--- src/rtl/svm_pkg.sv ---
// Shared types and elaboration-time helpers for the space vector compare generator.
// Assumes a six-sector angle and three output phases.
package svm_pkg;

    localparam int SVM_SEC_W  = 3;
    localparam int SVM_SEC_NUM = 6;
    localparam int SVM_PHASES = 3;

    // Role that a phase plays inside the current sector.
    typedef enum logic [1:0] {
        ROLE_LO  = 2'd0,
        ROLE_HI  = 2'd1,
        ROLE_MID = 2'd2
    } role_e;

    // Picks one role out of the three (U, V, W) for phase index ph.
    function automatic role_e pick_role(input int ph, input role_e ru, input role_e rv, input role_e rw);
        if (ph == 0) return ru;
        if (ph == 1) return rv;
        return rw;
    endfunction

    // Rotating role table: one low, one high and one middle phase per sector.
    function automatic role_e phase_role(input logic [SVM_SEC_W-1:0] sec, input int ph);
        case (sec)
            3'd0:    return pick_role(ph, ROLE_LO,  ROLE_MID, ROLE_HI);
            3'd1:    return pick_role(ph, ROLE_LO,  ROLE_HI,  ROLE_MID);
            3'd2:    return pick_role(ph, ROLE_MID, ROLE_HI,  ROLE_LO);
            3'd3:    return pick_role(ph, ROLE_HI,  ROLE_MID, ROLE_LO);
            3'd4:    return pick_role(ph, ROLE_HI,  ROLE_LO,  ROLE_MID);
            3'd5:    return pick_role(ph, ROLE_MID, ROLE_LO,  ROLE_HI);
            default: return ROLE_LO;
        endcase
    endfunction

    // Elaboration-time sine entry: round(full*sin((depth-0.5-j)*pi/(3*depth))).
    // Uses a Q24 Taylor series, which is accurate far below one count for angles up to pi/3.
    function automatic int sine_entry(input int j, input int idx_w, input int cnt_w);
        longint pi_q, depth, x, x2, term, acc, full;
        pi_q  = 64'd52707179;
        depth = longint'(1) << idx_w;
        full  = (longint'(1) << cnt_w) - 1;
        x     = (2 * depth - 1 - 2 * longint'(j)) * pi_q / (6 * depth);
        x2    = (x * x) >>> 24;
        term  = x;
        acc   = x;
        for (int n = 1; n <= 4; n++) begin
            term = (term * x2) >>> 24;
            term = -term / longint'((2 * n) * (2 * n + 1));
            acc  = acc + term;
        end
        return int'((acc * full + (longint'(1) << 23)) >>> 24);
    endfunction

endpackage

--- src/rtl/svm_angle_acc.sv ---
// Angle accumulator: on each update strobe, adds the increment and wraps into the six-sector span.
// Also captures the magnitude together with the strobe. Assumes inc_i never exceeds one sector pair
// (sum minus span always lands inside the span).
module svm_angle_acc #(
    parameter int ANG_W = 16,
    parameter int MAG_W = 8
) (
    input  logic             clk,
    input  logic             rst_n,
    input  logic             stb_i,
    input  logic [ANG_W-1:0] inc_i,
    input  logic [MAG_W-1:0] mag_i,
    output logic [ANG_W-1:0] angle_o,
    output logic [MAG_W-1:0] mag_o,
    output logic             vld_o
);
    import svm_pkg::*;

    localparam int            SPAN   = SVM_SEC_NUM << (ANG_W - SVM_SEC_W);
    localparam logic [ANG_W:0] SPAN_X = SPAN[ANG_W:0];

    logic [ANG_W:0]   sum_w;
    logic [ANG_W:0]   wrap_w;
    logic [ANG_W-1:0] next_w;

    // Add the increment and fold the result back into the legal angle span.
    always_comb begin
        sum_w  = {1'b0, angle_o} + {1'b0, inc_i};
        wrap_w = (sum_w >= SPAN_X) ? (sum_w - SPAN_X) : sum_w;
        next_w = wrap_w[ANG_W-1:0];
    end

    // Advance the angle, capture the magnitude and flag the first pipeline stage.
    always_ff @(posedge clk) begin
        if (!rst_n) begin
            angle_o <= '0;
            mag_o   <= '0;
            vld_o   <= 1'b0;
        end else begin
            vld_o <= stb_i;
            if (stb_i) begin
                angle_o <= next_w;
                mag_o   <= mag_i;
            end
        end
    end

    logic unused_top;
    assign unused_top = wrap_w[ANG_W];

endmodule

--- src/rtl/svm_dwell_calc.sv ---
// Dwell time stage: decodes sector and in-sector index, reads the shared sine table at the
// index and at its mirror, and scales both by the magnitude (top bits of the product).
// Assumes the table's peak entries sum to at most the half-period.
module svm_dwell_calc #(
    parameter int ANG_W = 16,
    parameter int IDX_W = 8,
    parameter int CNT_W = 8,
    parameter int MAG_W = 8
) (
    input  logic                     clk,
    input  logic                     rst_n,
    input  logic                     vld_i,
    input  logic [ANG_W-1:0]         angle_i,
    input  logic [MAG_W-1:0]         mag_i,
    output logic [CNT_W-1:0]         ta_o,
    output logic [CNT_W-1:0]         tb_o,
    output logic [svm_pkg::SVM_SEC_W-1:0] sec_o,
    output logic                     vld_o
);
    import svm_pkg::*;

    localparam int DEPTH  = 1 << IDX_W;
    localparam int LOW_W  = ANG_W - SVM_SEC_W - IDX_W;
    localparam int PROD_W = CNT_W + MAG_W;

    logic [CNT_W-1:0] lut_w [DEPTH];

    // Constant sine table, one entry per in-sector index.
    for (genvar j = 0; j < DEPTH; j++) begin : g_lut
        localparam int ENTRY = sine_entry(j, IDX_W, CNT_W);
        assign lut_w[j] = ENTRY[CNT_W-1:0];
    end

    logic [SVM_SEC_W-1:0] sec_w;
    logic [IDX_W-1:0]     idx_w;
    logic [CNT_W-1:0]     ta_raw;
    logic [CNT_W-1:0]     tb_raw;
    logic [PROD_W-1:0]    prod_a;
    logic [PROD_W-1:0]    prod_b;

    // Decode the angle, read the table forward and mirrored, and scale both reads.
    always_comb begin
        sec_w  = angle_i[ANG_W-1 -: SVM_SEC_W];
        idx_w  = angle_i[ANG_W-SVM_SEC_W-1 -: IDX_W];
        ta_raw = lut_w[idx_w];
        tb_raw = lut_w[~idx_w];
        prod_a = {{MAG_W{1'b0}}, ta_raw} * {{CNT_W{1'b0}}, mag_i};
        prod_b = {{MAG_W{1'b0}}, tb_raw} * {{CNT_W{1'b0}}, mag_i};
    end

    // Register the scaled dwell times and the sector for the compare stage.
    always_ff @(posedge clk) begin
        if (!rst_n) begin
            ta_o  <= '0;
            tb_o  <= '0;
            sec_o <= '0;
            vld_o <= 1'b0;
        end else begin
            vld_o <= vld_i;
            if (vld_i) begin
                ta_o  <= prod_a[PROD_W-1 -: CNT_W];
                tb_o  <= prod_b[PROD_W-1 -: CNT_W];
                sec_o <= sec_w;
            end
        end
    end

    logic unused_bits;
    if (LOW_W > 0) begin : g_low
        assign unused_bits = ^{angle_i[LOW_W-1:0], prod_a[MAG_W-1:0], prod_b[MAG_W-1:0]};
    end else begin : g_nolow
        assign unused_bits = ^{prod_a[MAG_W-1:0], prod_b[MAG_W-1:0]};
    end

endmodule

--- src/rtl/svm_cmp_map.sv ---
// Compare stage: splits the zero-vector time evenly by bitwise inversion against the
// all-ones half-period and hands the low, high and middle values to the phases by sector.
// Assumes ta_i + tb_i fits in CNT_W bits.
module svm_cmp_map #(
    parameter int CNT_W = 8
) (
    input  logic                                   clk,
    input  logic                                   rst_n,
    input  logic                                   vld_i,
    input  logic [CNT_W-1:0]                       ta_i,
    input  logic [CNT_W-1:0]                       tb_i,
    input  logic [svm_pkg::SVM_SEC_W-1:0]          sec_i,
    output logic [svm_pkg::SVM_PHASES-1:0][CNT_W-1:0] cmp_o,
    output logic                                   vld_o
);
    import svm_pkg::*;

    logic [CNT_W-1:0] sum_w;
    logic [CNT_W-1:0] lo_w;
    logic [CNT_W-1:0] hi_w;
    logic [CNT_W-1:0] mid_w;
    logic [SVM_PHASES-1:0][CNT_W-1:0] nxt_w;

    // Half of the zero-vector time, its mirror, and the middle edge for this sector.
    always_comb begin
        sum_w = ta_i + tb_i;
        lo_w  = (~sum_w) >> 1;
        hi_w  = ~lo_w;
        mid_w = lo_w + (sec_i[0] ? tb_i : ta_i);
    end

    // Per-phase selection of the value that matches the phase's role in the sector.
    for (genvar p = 0; p < SVM_PHASES; p++) begin : g_phase
        role_e role_w;
        assign role_w = phase_role(sec_i, p);
        always_comb begin
            case (role_w)
                ROLE_LO: nxt_w[p] = lo_w;
                ROLE_HI: nxt_w[p] = hi_w;
                default: nxt_w[p] = mid_w;
            endcase
        end
    end

    // Register the compare values and the valid pulse.
    always_ff @(posedge clk) begin
        if (!rst_n) begin
            cmp_o <= '0;
            vld_o <= 1'b0;
        end else begin
            vld_o <= vld_i;
            if (vld_i) begin
                cmp_o <= nxt_w;
            end
        end
    end

endmodule

--- src/rtl/svm_cmp_gen.sv ---
// Top of the symmetrical space vector compare generator: angle accumulator, dwell time
// stage and compare stage in a three-register pipeline. Assumes update strobes are single
// pulses and freq_inc stays at or below one third of the angle span.
module svm_cmp_gen #(
    parameter int ANG_W = 16,
    parameter int IDX_W = 8,
    parameter int CNT_W = 8,
    parameter int MAG_W = 8
) (
    input  logic             clk,
    input  logic             rst_n,
    input  logic             upd_stb,
    input  logic [ANG_W-1:0] freq_inc,
    input  logic [MAG_W-1:0] mag_in,
    output logic [CNT_W-1:0] cmp_u,
    output logic [CNT_W-1:0] cmp_v,
    output logic [CNT_W-1:0] cmp_w,
    output logic             cmp_valid
);
    import svm_pkg::*;

    logic [ANG_W-1:0]     angle_w;
    logic [MAG_W-1:0]     mag_w;
    logic                 acc_vld;
    logic [CNT_W-1:0]     ta_w;
    logic [CNT_W-1:0]     tb_w;
    logic [SVM_SEC_W-1:0] sec_w;
    logic                 dwell_vld;
    logic [SVM_PHASES-1:0][CNT_W-1:0] cmp_w_all;

    svm_angle_acc #(.ANG_W(ANG_W), .MAG_W(MAG_W)) i_acc (
        .clk     (clk),
        .rst_n   (rst_n),
        .stb_i   (upd_stb),
        .inc_i   (freq_inc),
        .mag_i   (mag_in),
        .angle_o (angle_w),
        .mag_o   (mag_w),
        .vld_o   (acc_vld)
    );

    svm_dwell_calc #(.ANG_W(ANG_W), .IDX_W(IDX_W), .CNT_W(CNT_W), .MAG_W(MAG_W)) i_dwell (
        .clk     (clk),
        .rst_n   (rst_n),
        .vld_i   (acc_vld),
        .angle_i (angle_w),
        .mag_i   (mag_w),
        .ta_o    (ta_w),
        .tb_o    (tb_w),
        .sec_o   (sec_w),
        .vld_o   (dwell_vld)
    );

    svm_cmp_map #(.CNT_W(CNT_W)) i_map (
        .clk   (clk),
        .rst_n (rst_n),
        .vld_i (dwell_vld),
        .ta_i  (ta_w),
        .tb_i  (tb_w),
        .sec_i (sec_w),
        .cmp_o (cmp_w_all),
        .vld_o (cmp_valid)
    );

    assign cmp_u = cmp_w_all[0];
    assign cmp_v = cmp_w_all[1];
    assign cmp_w = cmp_w_all[2];

endmodule

--- config.mk ---
export PLATFORM = sky130hd
export DESIGN_NAME = svm_cmp_gen
export DESIGN_NICKNAME = d
export VERILOG_FILES = /design/src/rtl/svm_pkg.sv /design/src/rtl/svm_angle_acc.sv /design/src/rtl/svm_dwell_calc.sv /design/src/rtl/svm_cmp_map.sv /design/src/rtl/svm_cmp_gen.sv
export SDC_FILE = /design/constraint.sdc
export NUM_CORES = 1
export LEC_CHECK = 0
export ABC_AREA = 1
export BUFFER_PORTS_ARGS = -buffer_cell sky130_fd_sc_hd__buf_2
export CAP_MARGIN = 20
export CORE_ASPECT_RATIO = 0.5
export CORE_MARGIN = 2
export CORE_UTILIZATION = 55
export DETAILED_ROUTE_END_ITERATION = 6
export PLACE_DENSITY = 0.73
export SETUP_SLACK_MARGIN = 0.2
export SYNTH_ARGS = -nofsm -noshare
export SYNTH_HDL_FRONTEND = slang
export SYNTH_SLANG_ARGS = --single-unit
--- constraint.sdc ---
create_clock -name clk -period 13.1 [get_ports clk]
set_clock_uncertainty 0.05 [all_clocks]
set_input_delay 0.655 -clock clk [delete_from_list [all_inputs] [get_ports clk]]
set_output_delay 0.655 -clock clk [all_outputs]
set_load 0.01 [all_outputs]
-- Yosys cells after proc, flatten, opt, wreduce, memory -nomap -nowiden
Memories as Yosys holds them, arrays and structs flattened.
Cells that the tools add are included.
- flip-flop bits (word level): 70
- memory bits (read-only): 4096
- output and inout port bits: 25
- memories kept: 2
- add/subtract/negate cells: 4
- multipliers: 2
- $lt $le $gt $ge: 3
- equality and inequality tests: 8
- muxes and demuxes: 30
- bitwise gates (word level): 5
- reductions and logical operators: 6
- memories (name ; depth ; bits a word ; read ports ; clocked after Yosys merged registers in ; wr ports ; RTL line ; source):
    (name not given) ; 256 ; 8 ; 1 ; 0 ; 0 ; svm_dwell_calc.sv:45 ; ta_raw = lut_w[idx_w];
    (name not given) ; 256 ; 8 ; 1 ; 0 ; 0 ; svm_dwell_calc.sv:46 ; tb_raw = lut_w[~idx_w];
- operators with widths (operator ; count):
    case mux 8 bit (2 select lines) ; 3
    2-to-1 mux 8 bit ; 5
    multiplier 8 x 8 -> 16 bit ; 2
    case mux 2 bit (6 select lines) ; 2
    >= comparator 9 bit (second input constant) ; 2
    NOT 8 -> 9 bit ; 2
    adder 16 x 16 -> 17 bit ; 1
    >= comparator 17 x 16 -> 1 bit (second input constant) ; 1
    2-to-1 mux 16 bit ; 1
    2-to-1 mux 2 bit ; 8
    NOT 8 bit ; 2
    subtractor 16 bit (second input constant) ; 1
    2-to-1 mux 1 bit ; 10
    adder 7 x 8 -> 8 bit ; 1
    adder 8 bit ; 1
    NOT 7 -> 8 bit ; 1
    == test 2 x 1 -> 1 bit (second input constant) ; 3
    == test 3 x 2 -> 1 bit (second input constant) ; 2
    == test 3 bit (second input constant) ; 2
    zero test 2 bit ; 3
    case mux 2 bit (2 select lines) ; 1
    OR reduction 2 bit ; 2
    == test 3 x 1 -> 1 bit (second input constant) ; 1
    zero test 3 bit ; 1

-- Depth between registers and ports, before layout
Gate-level depths: netlist (run 1).
- word-level depth: 6
- gate-level depth with buffers: 35
- gate-level depth less buffers: 34

-- Hierarchy
From an unflattened synthesis (run 1), not the netlist that was laid out.
- cells, all modules: 1767
- area total of the unflattened synthesis: 11014.3 um^2
- by module, submodules not included (module ; instances ; cells an instance ; area each (um^2) ; sequential area each (um^2)):
    svm_dwell_calc ; 1 ; 1091 ; 6816.5 ; 400.4
    svm_cmp_map ; 1 ; 348 ; 2188.3 ; 500.5
    svm_angle_acc ; 1 ; 328 ; 2009.4 ; 500.5

-- Worst setup path after synthesis (run 1)
No wires, ideal clock.
- kind: register to register
- start: reg i_acc.angle_o[5]
- end: reg i_dwell.tb_o[6]
- data arrival time: 5.220 ns
- slack: 7.721 ns
- stages on the path, launching flop included: 29
- buffers on the path: 1
- cells stage by stage: dfxtp_1 > clkbuf_2 > inv_1 > ha_1 > inv_1 > nand2_1 > o221ai_1 > o21ai_0 > o21ai_0 > o21ai_0 > nand2_1 > nor2_1 > fa_1 > inv_1 > fa_1 > inv_1 > fa_1 > inv_1 > fa_1 > inv_1 > ha_1 > a21oi_1 > o21ai_0 > a221oi_1 > nand2_1 > nand2_1 > nand3_1 > nand2_1 > inv_1
- longest elaborated chain between the ends: 6
- RTL lines (what ; RTL line ; source):
    start, declared ; svm_angle_acc.sv:13 ; output logic [ANG_W-1:0] angle_o,
    start signal, assigned ; svm_angle_acc.sv:42 ; angle_o <= next_w;
    NOT 8 bit ; svm_dwell_calc.sv:46 ;
    NOT 8 -> 9 bit ; svm_dwell_calc.sv:46 ;
    memory (256 x 8 bit) ; n/a ;
    2-to-1 mux 8 bit (not written as such) (2 in series) ; svm_dwell_calc.sv:46 ;
    multiplier 8 x 8 -> 16 bit ; svm_dwell_calc.sv:48 ; prod_b = {{MAG_W{1'b0}}, tb_raw} * {{CNT_W{1'b0}}, mag_i};
    end signal, assigned ; svm_dwell_calc.sv:62 ; tb_o <= prod_b[PROD_W-1 -: CNT_W];
    end, declared ; svm_dwell_calc.sv:16 ; output logic [CNT_W-1:0] tb_o,
No other way between the ends. The select of a mux whose other input is x is not followed.
A chain may end at the register's enable or synchronous reset.

-- Worst setup path after layout (run 1)
- start: reg i_acc.angle_o[7]
- end: reg i_dwell.ta_o[6]
- longest elaborated chain between the ends: 5
- RTL lines (what ; RTL line ; source):
    NOT 8 -> 9 bit (not written as such) ; svm_dwell_calc.sv:45 ;
    memory (256 x 8 bit) ; n/a ;
    2-to-1 mux 8 bit (not written as such) (2 in series) ; svm_dwell_calc.sv:45 ;
    multiplier 8 x 8 -> 16 bit ; svm_dwell_calc.sv:47 ; prod_a = {{MAG_W{1'b0}}, ta_raw} * {{CNT_W{1'b0}}, mag_i};
    end signal, assigned ; svm_dwell_calc.sv:61 ; ta_o <= prod_a[PROD_W-1 -: CNT_W];
    end, declared ; svm_dwell_calc.sv:15 ; output logic [CNT_W-1:0] ta_o,
No other way between the ends. The select of a mux whose other input is x is not followed.

==> flow_summary_export.csv, run 1 <==
group,metric,value,unit
placed_design,port_buffers,51,
cells_and_area,final_core_util,60.3,%
die,core_region_area,18600,sq um
die,ios,52,
placed_design,gp_congestion,0.979,
clock_tree,cts_hold_buf,0,
synth,syn_area,10600,sq um
power_and_ir_drop,p_per_area,134,nW/um^2
global_routing,grt_usage,35.8,%
clock_tree,tritoncts,"built",
synth,yosysTopAreaCell,"nand2_1",
critical_path,cp_slowest_cell,"dfxtp_1",
cells_and_area,syn_to_final_growth,6.22,%
synth,synth_common_cells,"414 x nand2_1, 263 x inv_1, 177 x nor2_1",
synth,async_reset_ff_share,0,%
die,die_h,102,um
routing,wl_per_cell,18.1,um
critical_path,rrSetupSlack,6330,ps
job,drv_cap,0,
clock_tree,cts.sinks,70,
synth,syn-num-nets,1867,
power_and_ir_drop,p_leak,6.02,nW
critical_path,cp.required,13300,ps
clock_tree,h-tree-depth,3,
synth,synthDistinctLibCells,52,
synth,ys_ff_latch,70,
synth,synth_seq_area_share,13.3,%
critical_path,cpPeakStageDelay,950,ps
hold_path,hp-class,"flip-flop to flip-flop",
clock_tree,cts_buffers,9,
routing,final_antenna_net_count,0,
routing,drc_errors,0,
timing,rsz0062_at_grt,"no",
cells_and_area,fin_area,11200,sq um
global_routing,grt_max_degree,60,
cells_and_area,regArea,1400,sq um
critical_path,crit_path_end_kind,"flip-flop",
timing,layout_setup_ws,6330,ps
synth,synth_edf_count,0,
die,die_area,20400,sq um
timing,setup_viol,0,
clock_tree,clockBufferDepth,2,
cells_and_area,fillerInstances,1811,
synth,syn_inst,1659,
synth,synth.most_common_cell,"nand2_1",
synth,synth_ff_type,"dfxtp_1",
timing,setup_tns,0,ps
routing,viasPerCell,5.84,
global_routing,grt_antenna_before_repair,1,
global_routing,first_global_vias,11100,
timing,finalHoldViolations,0,
routing,drt_iter0_drc,1029,
power_and_ir_drop,peakVddDrop,0.0000649,V
synth,yosysWarnings,0,
clock_tree,cts_resized,0,
timing,finalCriticalPeriod,6770,ps
timing,min_period_over_period,51.7,%
synth,synth_area_per_cell,6.37,sq um
global_routing,grt-ovfl-total,0,
timing,max_freq,148,MHz
routing,dr.pass1.iters,6,
routing,totalWireLength,35100,um
clock_tree,insertion_delay,350,ps
die,start_util,56.7,%
synth,yosys.area.top_type_share,14.7,%
critical_path,crit_fanout,24,
critical_path,path_class,"flip-flop to flip-flop",
clock_tree,post_cts_buffers,0,
placed_design,dp_hpwl,27000,um
cells_and_area,multi_input_area,7870,sq um
critical_path,path_cells,"inv_2, ha_1, inv_1, o211ai_1, a31oi_1, o21ai_0, nand2_1, nor2_1, fa_1, fa_1, fa_1, inv_1, fa_1, inv_1, ha_1, a21oi_1, o21ai_0, a21oi_1, nand2_1, nand2_1, nand3_1, nand2_1, inv_1",
timing,hold_ws,425,ps
die,die_x,200,um
critical_path,crit_arrival,6960,ps
synth,synth.area.top_cells,"nand2_1 15%, fa_1 14%, dfxtp_1 13%",
global_routing,grt_pass1_wl,56300,um
timing,worst_slew_pin_slew,1020,ps
cells_and_area,finalNetCount,1878,
die,rows,35,
cells_and_area,n_antenna_cell,0,
placed_design,dp_worst_setup_slack,6560,ps
outcome,run_status,"finished clean",
clock_tree,cts-root-buf,"clkbuf_16",
timing,maxSlewHeadroom,31.8,%
critical_path,worstSetupStartpointType,"flip-flop",
placed_design,placed_area,10900,sq um
cells_and_area,drive_above_1_share,6.21,%
routing,dr_total_vias,11300,
timing,maxSlewViolCount,0,
clock_tree,clkTransAtPathRegs,70,ps
==> final timing paths <==
kind	end	startpoint	cells after the start
max reg2reg	i_dwell.ta_o[6]	i_acc.angle_o[7]	23
min reg2reg	i_map.cmp_o[5]	i_map.cmp_o[5]	2
min	i_map.cmp_o[5]	i_map.cmp_o[5]	2
max	i_dwell.ta_o[6]	i_acc.angle_o[7]	23
==> layer usage <==
metal	wire [um]	track usage (%)	vias up	share of wire (%)
li1	-	-	5359	-
met1	15000	45.9	5252	43
met2	15400	58.3	568	44
met3	3360	8.51	122	9.6
met4	1350	15.3	0	3.8
met5	0	0	-	0
==> logic make-up after synthesis <==
group	share of synthesized area (%)
AND/OR/NAND/NOR	28.9
buffers and inverters	12.2
AO/OA/AOI/OAI	16.6
adder cells (fa/ha/maj)	26.6
flip-flops	13.3
XOR/XNOR	2.32
multiplexers	0.0948
==> worst max-delay path: cells and delay by family, from the launching register on <==
kind / cells / cell delay, ps
AO/OA/AOI/OAI: 6 / 1410
buffers and inverters: 5 / 620
flip-flops: 1 / 950
AND/OR/NAND/NOR: 6 / 940
adder cells (fa/ha/maj): 6 / 2680
==> state kept, by name, summed over array words and instances, names as in the netlist <==
signal and cells:
i_dwell.ta_o 8, i_dwell.vld_o 1, i_acc.mag_o 8, i_map.cmp_o 24, i_map.vld_o 1, i_dwell.tb_o 8
i_dwell.sec_o 3, i_acc.angle_o 16, i_acc.vld_o 1
==> layout by cell type, fill, tap and decap left out, types with 3 or more instances in the layout <==
cell,netlist,routed
o211ai_1,23,23
o21bai_1,5,5
a31oi_1,13,13
inv_6,0,3
inv_1,263,263
buf_4,3,7
o2111ai_1,6,6
o22ai_1,4,4
xor2_1,17,17
clkinv_1,5,5
dfxtp_1,70,70
nor2_2,4,4
nand2_1,414,414
ha_1,108,108
a32oi_1,3,3
o21ai_0,111,111
a21oi_1,112,112
nor3_1,11,11
nand3_1,99,99
nand3_2,3,3
inv_2,7,7
nand4_1,12,12
a211oi_1,3,3
nor2_1,177,177
xnor2_1,11,11
fa_1,73,73
nand2_2,8,8
a221oi_1,5,5
clkbuf_16,0,9
buf_2,10,51
o221ai_1,10,10
==> metrics by stage <==
stage | std cells | total power, mW
global placement | 1918 | 1.21
floorplan | 1659 | 0.963
CTS | 1934 | 1.47
finish | 1934 | 1.50
detailed placement | 1918 | 1.23
global route | 1934 | 1.63
==> power by group <==
group / internal, mW / switching (mW) / total [mW] / leakage [nW]
clock network: 0.131 / 0.110 / 0.241 / 0.139
logic: 0.324 / 0.668 / 0.992 / 5.30
registers: 0.233 / 0.0328 / 0.266 / 0.577
==> layout make-up <==
cell class                      count  share of cell area [%]
Tap cell                          259                    2.89
Clock inverter                      7                   0.491
Timing Repair Buffer               58                    2.74
Clock buffer                        9                    2.01
Multi-Input combinational cell   1256                    70.2
Sequential cell                    70                    12.5
Inverter                          275                    9.20
Power figures use the tool's default switching activity.
==> run 2: changes to the inputs <==
==> constraint.sdc (replaced) <==
create_clock -name clk -period 6.8 [get_ports clk]
set_clock_uncertainty 0.05 [all_clocks]
set_input_delay 0.34 -clock clk [delete_from_list [all_inputs] [get_ports clk]]
set_output_delay 0.34 -clock clk [all_outputs]
set_load 0.01 [all_outputs]
==> flow_summary_export.csv, run 2 (same netlist as run 1, synthesis figures left out) <==
group,metric,value,unit
cells_and_area,fillerInstances,1801,
global_routing,grt_usage,36.5,%
timing,finalCriticalPeriod,6180,ps
critical_path,cp.required,7000,ps
routing,totalWireLength,35700,um
cells_and_area,n_antenna_cell,0,
routing,drt_iter0_drc,1137,
cells_and_area,largest_reg_flops,24,
timing,layout_setup_ws,616,ps
die,ios,52,
timing,setup_tns,0,ps
global_routing,gr-usage-met2,58.8,%
clock_tree,tritoncts,"built",
cells_and_area,reg_top3,"i_map.cmp_o x24, i_acc.angle_o x16",
routing,dr_total_vias,11400,
power_and_ir_drop,p_per_area,257,nW/um^2
die,rows,35,
power_and_ir_drop,seq_power_share,17.4,%
die,die_x,200,um
timing,rsz0062_at_grt,"no",
power_and_ir_drop,p_leak,6.12,nW
critical_path,path_class,"flip-flop to flip-flop",
critical_path,crit_path_end_kind,"flip-flop",
die,die_h,102,um
routing,wl_per_cell,18.3,um
global_routing,first_global_vias,11100,
global_routing,grt_max_degree,60,
cells_and_area,finalNetCount,1900,
global_routing,grt_pass1_wl,57100,um
clock_tree,clockBufferDepth,2,
timing,max_freq,162,MHz
critical_path,worstSetupStartpointType,"flip-flop",
clock_tree,cts_buffers,9,
timing,hold_ws,231,ps
routing,final_antenna_net_count,0,
power_and_ir_drop,combPwrFrac,66.7,%
global_routing,busiest_layer,"met2",
cells_and_area,final_core_util,61.2,%
timing,min_period_over_period,90.9,%
clock_tree,cts.sinks,70,
clock_tree,h-tree-depth,3,
power_and_ir_drop,switching_share,53.9,%
power_and_ir_drop,peakVddDrop,0.000133,V
global_routing,use_met1,47.8,%
global_routing,grt_antenna_before_repair,0,
cells_and_area,final_common_cell,"nand2_1",
timing,worst_slew_pin_slew,1040,ps
timing,finalHoldViolations,0,
routing,drc_errors,0,
placed_design,dp_worst_setup_slack,553,ps
clock_tree,cts-root-buf,"clkbuf_16",
outcome,run_status,"finished clean",
cells_and_area,regMostFlops,"i_map.cmp_o",
clock_tree,insertion_delay,350,ps
hold_path,hp-class,"input port to flip-flop",
die,die_area,20400,sq um
die,start_util,56.7,%
routing,viasPerCell,5.82,
clock_tree,cts_hold_buf,0,
power_and_ir_drop,p_clk_share,15.8,%
clock_tree,clkTransAtPathRegs,70,ps
routing,dr.pass1.iters,6,
critical_path,crit_fanout,26,
power_and_ir_drop,internal-power,1.35,mW
timing,maxSlewViolCount,0,
global_routing,grt-ovfl-total,0,
critical_path,crit_arrival,6390,ps
job,drv_cap,0,
global_routing,met3_usage,8.51,%
placed_design,port_buffers,51,
die,core_region_area,18600,sq um
timing,maxSlewHeadroom,30.5,%
power_and_ir_drop,p_switching,1.58,mW
cells_and_area,mostFrequentLayoutCells,"413 x nand2_1, 263 x inv_1, 177 x nor2_1",
placed_design,dp_hpwl,28100,um
cells_and_area,syn_to_final_growth,7.87,%
cells_and_area,drive_above_1_share,7.66,%
timing,setup_viol,0,
placed_design,gp_congestion,1.04,
==> run 2: cell types whose count changed in the layout (fill, tap and decap cells not counted), sizes merged <==
cell      delta
buf         +22
inv          -1
clkinvlp     +1
==> run 2: timing repair <==
| action | CTS | global route |
|---|---|---|
| resized for setup | 0 | 4 |
| buffers inserted | 0 | 0 |
| endpoints found under the setup margin | 0 | 8 |
==> run 2: power by group through the flow <==
stage               Clock (mW)  Combinational (mW)  Sequential [mW]
floorplan                    0                1.37            0.486
global placement             0                1.85            0.512
detailed placement           0                1.89            0.514
CTS                      0.470                1.91            0.505
global route             0.486                2.18            0.513
finish                   0.464                1.95            0.509
==> run 2: area by class of cell <==
class | count | area, sq um | area share [%]
clock buffer | 9 | 225 | 1.98
clock inverter | 7 | 57.6 | 0.505
inverter | 275 | 1030 | 9.06
multi-input combinational | 1256 | 7870 | 69.1
sequential | 70 | 1410 | 12.3
tap | 259 | 324 | 2.84
timing repair buffer | 80 | 473 | 4.15
==> run 2: final timing paths <==
check                   start  slack (ps)  depth (start not counted)         endpoint
max          i_acc.angle_o[8]         620                         26  i_dwell.ta_o[6]
min                 mag_in[7]         230                          3   i_acc.mag_o[7]
max reg2reg  i_acc.angle_o[8]         620                         26  i_dwell.ta_o[6]
min reg2reg    i_map.cmp_o[7]         420                          2   i_map.cmp_o[7]
==> run 2: critical path, stage by stage, from the launching register on <==
cell      delay (ps)
dfxtp_2          460
buf_4            240
buf_4            340
nor2_2           120
o211ai_1         270
o211ai_1         130
a31oi_1          170
o21ai_0          120
nand2_1          380
nor2_1           110
fa_1             500
inv_1             50
fa_1             470
inv_1             50
fa_1             480
inv_1             50
fa_1             470
inv_1             40
ha_1             340
a21oi_1          360
o21ai_0          160
a21oi_1          230
nand2_1           80
nand2_1           60
nand3_1          150
nand2_1          130
inv_1             50
==> run 2: metrics by stage <==
step	power, mW	instance area [sq um]	std cells
2_1_floorplan	1.85	10600	1659
3_3_place_gp	2.36	11100	1940
3_5_place_dp	2.41	11100	1940
4_1_cts	2.88	11400	1956
5_1_grt	3.18	11400	1956
6_report	2.92	11400	1956
==> run 2: metal layers <==
metal / routed length [um] / share of wire [%]
met1: 15500 / 43
met2: 15500 / 43
met3: 3540 / 9.9
met4: 1200 / 3.3
met5: 0 / 0
==> run 3: changes to the inputs <==
--- a/config.mk
+++ b/config.mk
@@ -11,8 +11,9 @@
 export CORE_ASPECT_RATIO = 0.5
 export CORE_MARGIN = 2
 export CORE_UTILIZATION = 55
+export CTS_CLUSTER_SIZE = 20
 export DETAILED_ROUTE_END_ITERATION = 6
-export PLACE_DENSITY = 0.73
+export PLACE_DENSITY = 0.76
 export SETUP_SLACK_MARGIN = 0.2
 export SYNTH_ARGS = -nofsm -noshare
 export SYNTH_HDL_FRONTEND = slang
==> constraint.sdc (replaced) <==
create_clock -name clk -period 5.5 [get_ports clk]
set_clock_uncertainty 0.05 [all_clocks]
set_input_delay 0.275 -clock clk [delete_from_list [all_inputs] [get_ports clk]]
set_output_delay 0.275 -clock clk [all_outputs]
set_load 0.01 [all_outputs]
==> flow_summary_export.csv, run 3 (same netlist as run 1, synthesis figures left out) <==
group,metric,value,unit
global_routing,grt_usage,37.8,%
timing,setup_viol,0,
timing,maxSlewViolCount,0,
outcome,run_status,"finished clean",
timing,hold_ws,158,ps
power_and_ir_drop,p_per_area,353,nW/um^2
cells_and_area,final_common_cell,"nand2_1",
routing,drt_iter0_drc,1320,
timing,worst_slew_pin_slew,1060,ps
cells_and_area,fillerInstances,1494,
cells_and_area,finalNetCount,2017,
critical_path,path_class,"flip-flop to flip-flop",
clock_tree,cts_buffers,9,
placed_design,port_buffers,51,
clock_tree,clkTransAtPathRegs,70,ps
cells_and_area,mostFrequentLayoutCells,"364 x nand2_1, 236 x inv_1, 151 x nor2_1",
die,rows,35,
power_and_ir_drop,peakVddDrop,0.000197,V
global_routing,grt_antenna_before_repair,0,
clock_tree,tritoncts,"built",
critical_path,cpPeakStageDelay,480,ps
critical_path,crit_arrival,5630,ps
power_and_ir_drop,p_leak,6.84,nW
die,die_h,102,um
global_routing,first_global_vias,11700,
routing,final_antenna_net_count,0,
global_routing,use_met1,46.6,%
cells_and_area,largest_reg_flops,24,
critical_path,cp_slowest_cell,"fa_1",
global_routing,grt_max_degree,60,
timing,maxSlewHeadroom,29.2,%
cells_and_area,multi_input_area,8820,sq um
cells_and_area,syn_to_final_growth,26.7,%
timing,rsz0062_at_grt,"yes",
critical_path,crit_path_end_kind,"flip-flop",
placed_design,dp_hpwl,28900,um
critical_path,cp.required,5710,ps
cells_and_area,reg_top3,"i_map.cmp_o x24, i_acc.angle_o x16",
timing,finalHoldViolations,0,
critical_path,worstSetupStartpointType,"flip-flop",
die,die_area,20400,sq um
timing,max_freq,184,MHz
global_routing,met3_usage,11.8,%
cells_and_area,regArea,1420,sq um
cells_and_area,drive_above_1_share,24.2,%
critical_path,crit_top_cell,"inv_1",
die,ios,52,
global_routing,grt-ovfl-total,0,
die,start_util,56.7,%
timing,finalCriticalPeriod,5420,ps
clock_tree,cts.sinks,70,
cells_and_area,regMostFlops,"i_map.cmp_o",
hold_path,hp-class,"input port to flip-flop",
job,drv_cap,0,
global_routing,busiest_layer,"met2",
clock_tree,clockBufferDepth,2,
timing,min_period_over_period,98.6,%
die,die_x,200,um
cells_and_area,n_antenna_cell,0,
cells_and_area,fin_area,13400,sq um
clock_tree,h-tree-depth,3,
clock_tree,insertion_delay,360,ps
clock_tree,cts-root-buf,"clkbuf_16",
routing,dr_total_vias,12200,
global_routing,gr-usage-met2,61.1,%
routing,totalWireLength,39600,um
placed_design,placed_area,11900,sq um
global_routing,grt_pass1_wl,59200,um
routing,dr.pass1.iters,6,
cells_and_area,final_core_util,71.9,%
placed_design,gp_congestion,1.06,
routing,wl_per_cell,19.1,um
routing,drc_errors,0,
routing,viasPerCell,5.88,
power_and_ir_drop,power.total,4.73,mW
die,core_region_area,18600,sq um
critical_path,crit_fanout,5,
[run 3: cell count changes in the layout (fill, tap and decap cells not counted), sizes merged]
| cell | change |
|---|---|
| buf | +117 |
| clkinv | -1 |
| bufinv | +1 |
[run 3: through the flow]
stage          setup slack [ps]  instances  TNS [ps]
5_1_grt                    -380       2073      -889
2_1_floorplan               200       1659         0
3_5_place_dp               -144       2037      -400
3_3_place_gp               -197       2037      -545
4_1_cts                     192       2054         0
6_report                   78.3       2073         0
[run 3: area by class of cell]
type / count / area share, %
multi-input combinational: 1256 / 65.9
timing repair buffer: 197 / 10.8
sequential: 70 / 10.6
inverter: 275 / 7.93
tap: 259 / 2.42
clock buffer: 9 / 1.68
clock inverter: 7 / 0.645
[run 3: worst paths after layout]
check	start	endpoint	slack [ps]	depth (start not counted)
setup / recovery	i_acc.angle_o[5]	i_dwell.ta_o[6]	80	31
setup reg to reg	i_acc.angle_o[5]	i_dwell.ta_o[6]	80	31
hold / removal	mag_in[3]	i_acc.mag_o[3]	160	3
hold reg to reg	i_map.cmp_o[7]	i_map.cmp_o[7]	420	2
[run 3: layer usage]
layer | wire length, um | vias up | share of wire [%]
met5 | 0 | - | 0
met4 | 1600 | 0 | 4.0
met3 | 4230 | 164 | 11
met2 | 17500 | 671 | 44
met1 | 16300 | 5701 | 41
li1 | - | 5658 | -
[run 3: what timing repair did]
action | in CTS | in global routing
setup buffers | 1 | 19
pin swaps | 12 | 91
hold buffers | 0 | 0
endpoints found under the setup margin | 16 | 16
resized for setup | 57 | 233
[run 3: where the power goes]
part / leakage [nW] / switching, mW / internal [mW]
clock: 0.150 / 0.271 / 0.362
sequential: 0.580 / 0.0629 / 0.556
combinational: 6.11 / 2.09 / 1.39
[run 3: worst max-delay path: cells and delay by family, from the launching register on]
kind / cells / cell delay [ps]
AO/OA/AOI/OAI: 2 / 170
AND/OR/NAND/NOR: 14 / 1700
buffers and inverters: 9 / 720
adder cells (fa/ha/maj): 6 / 2310
flip-flops: 1 / 400
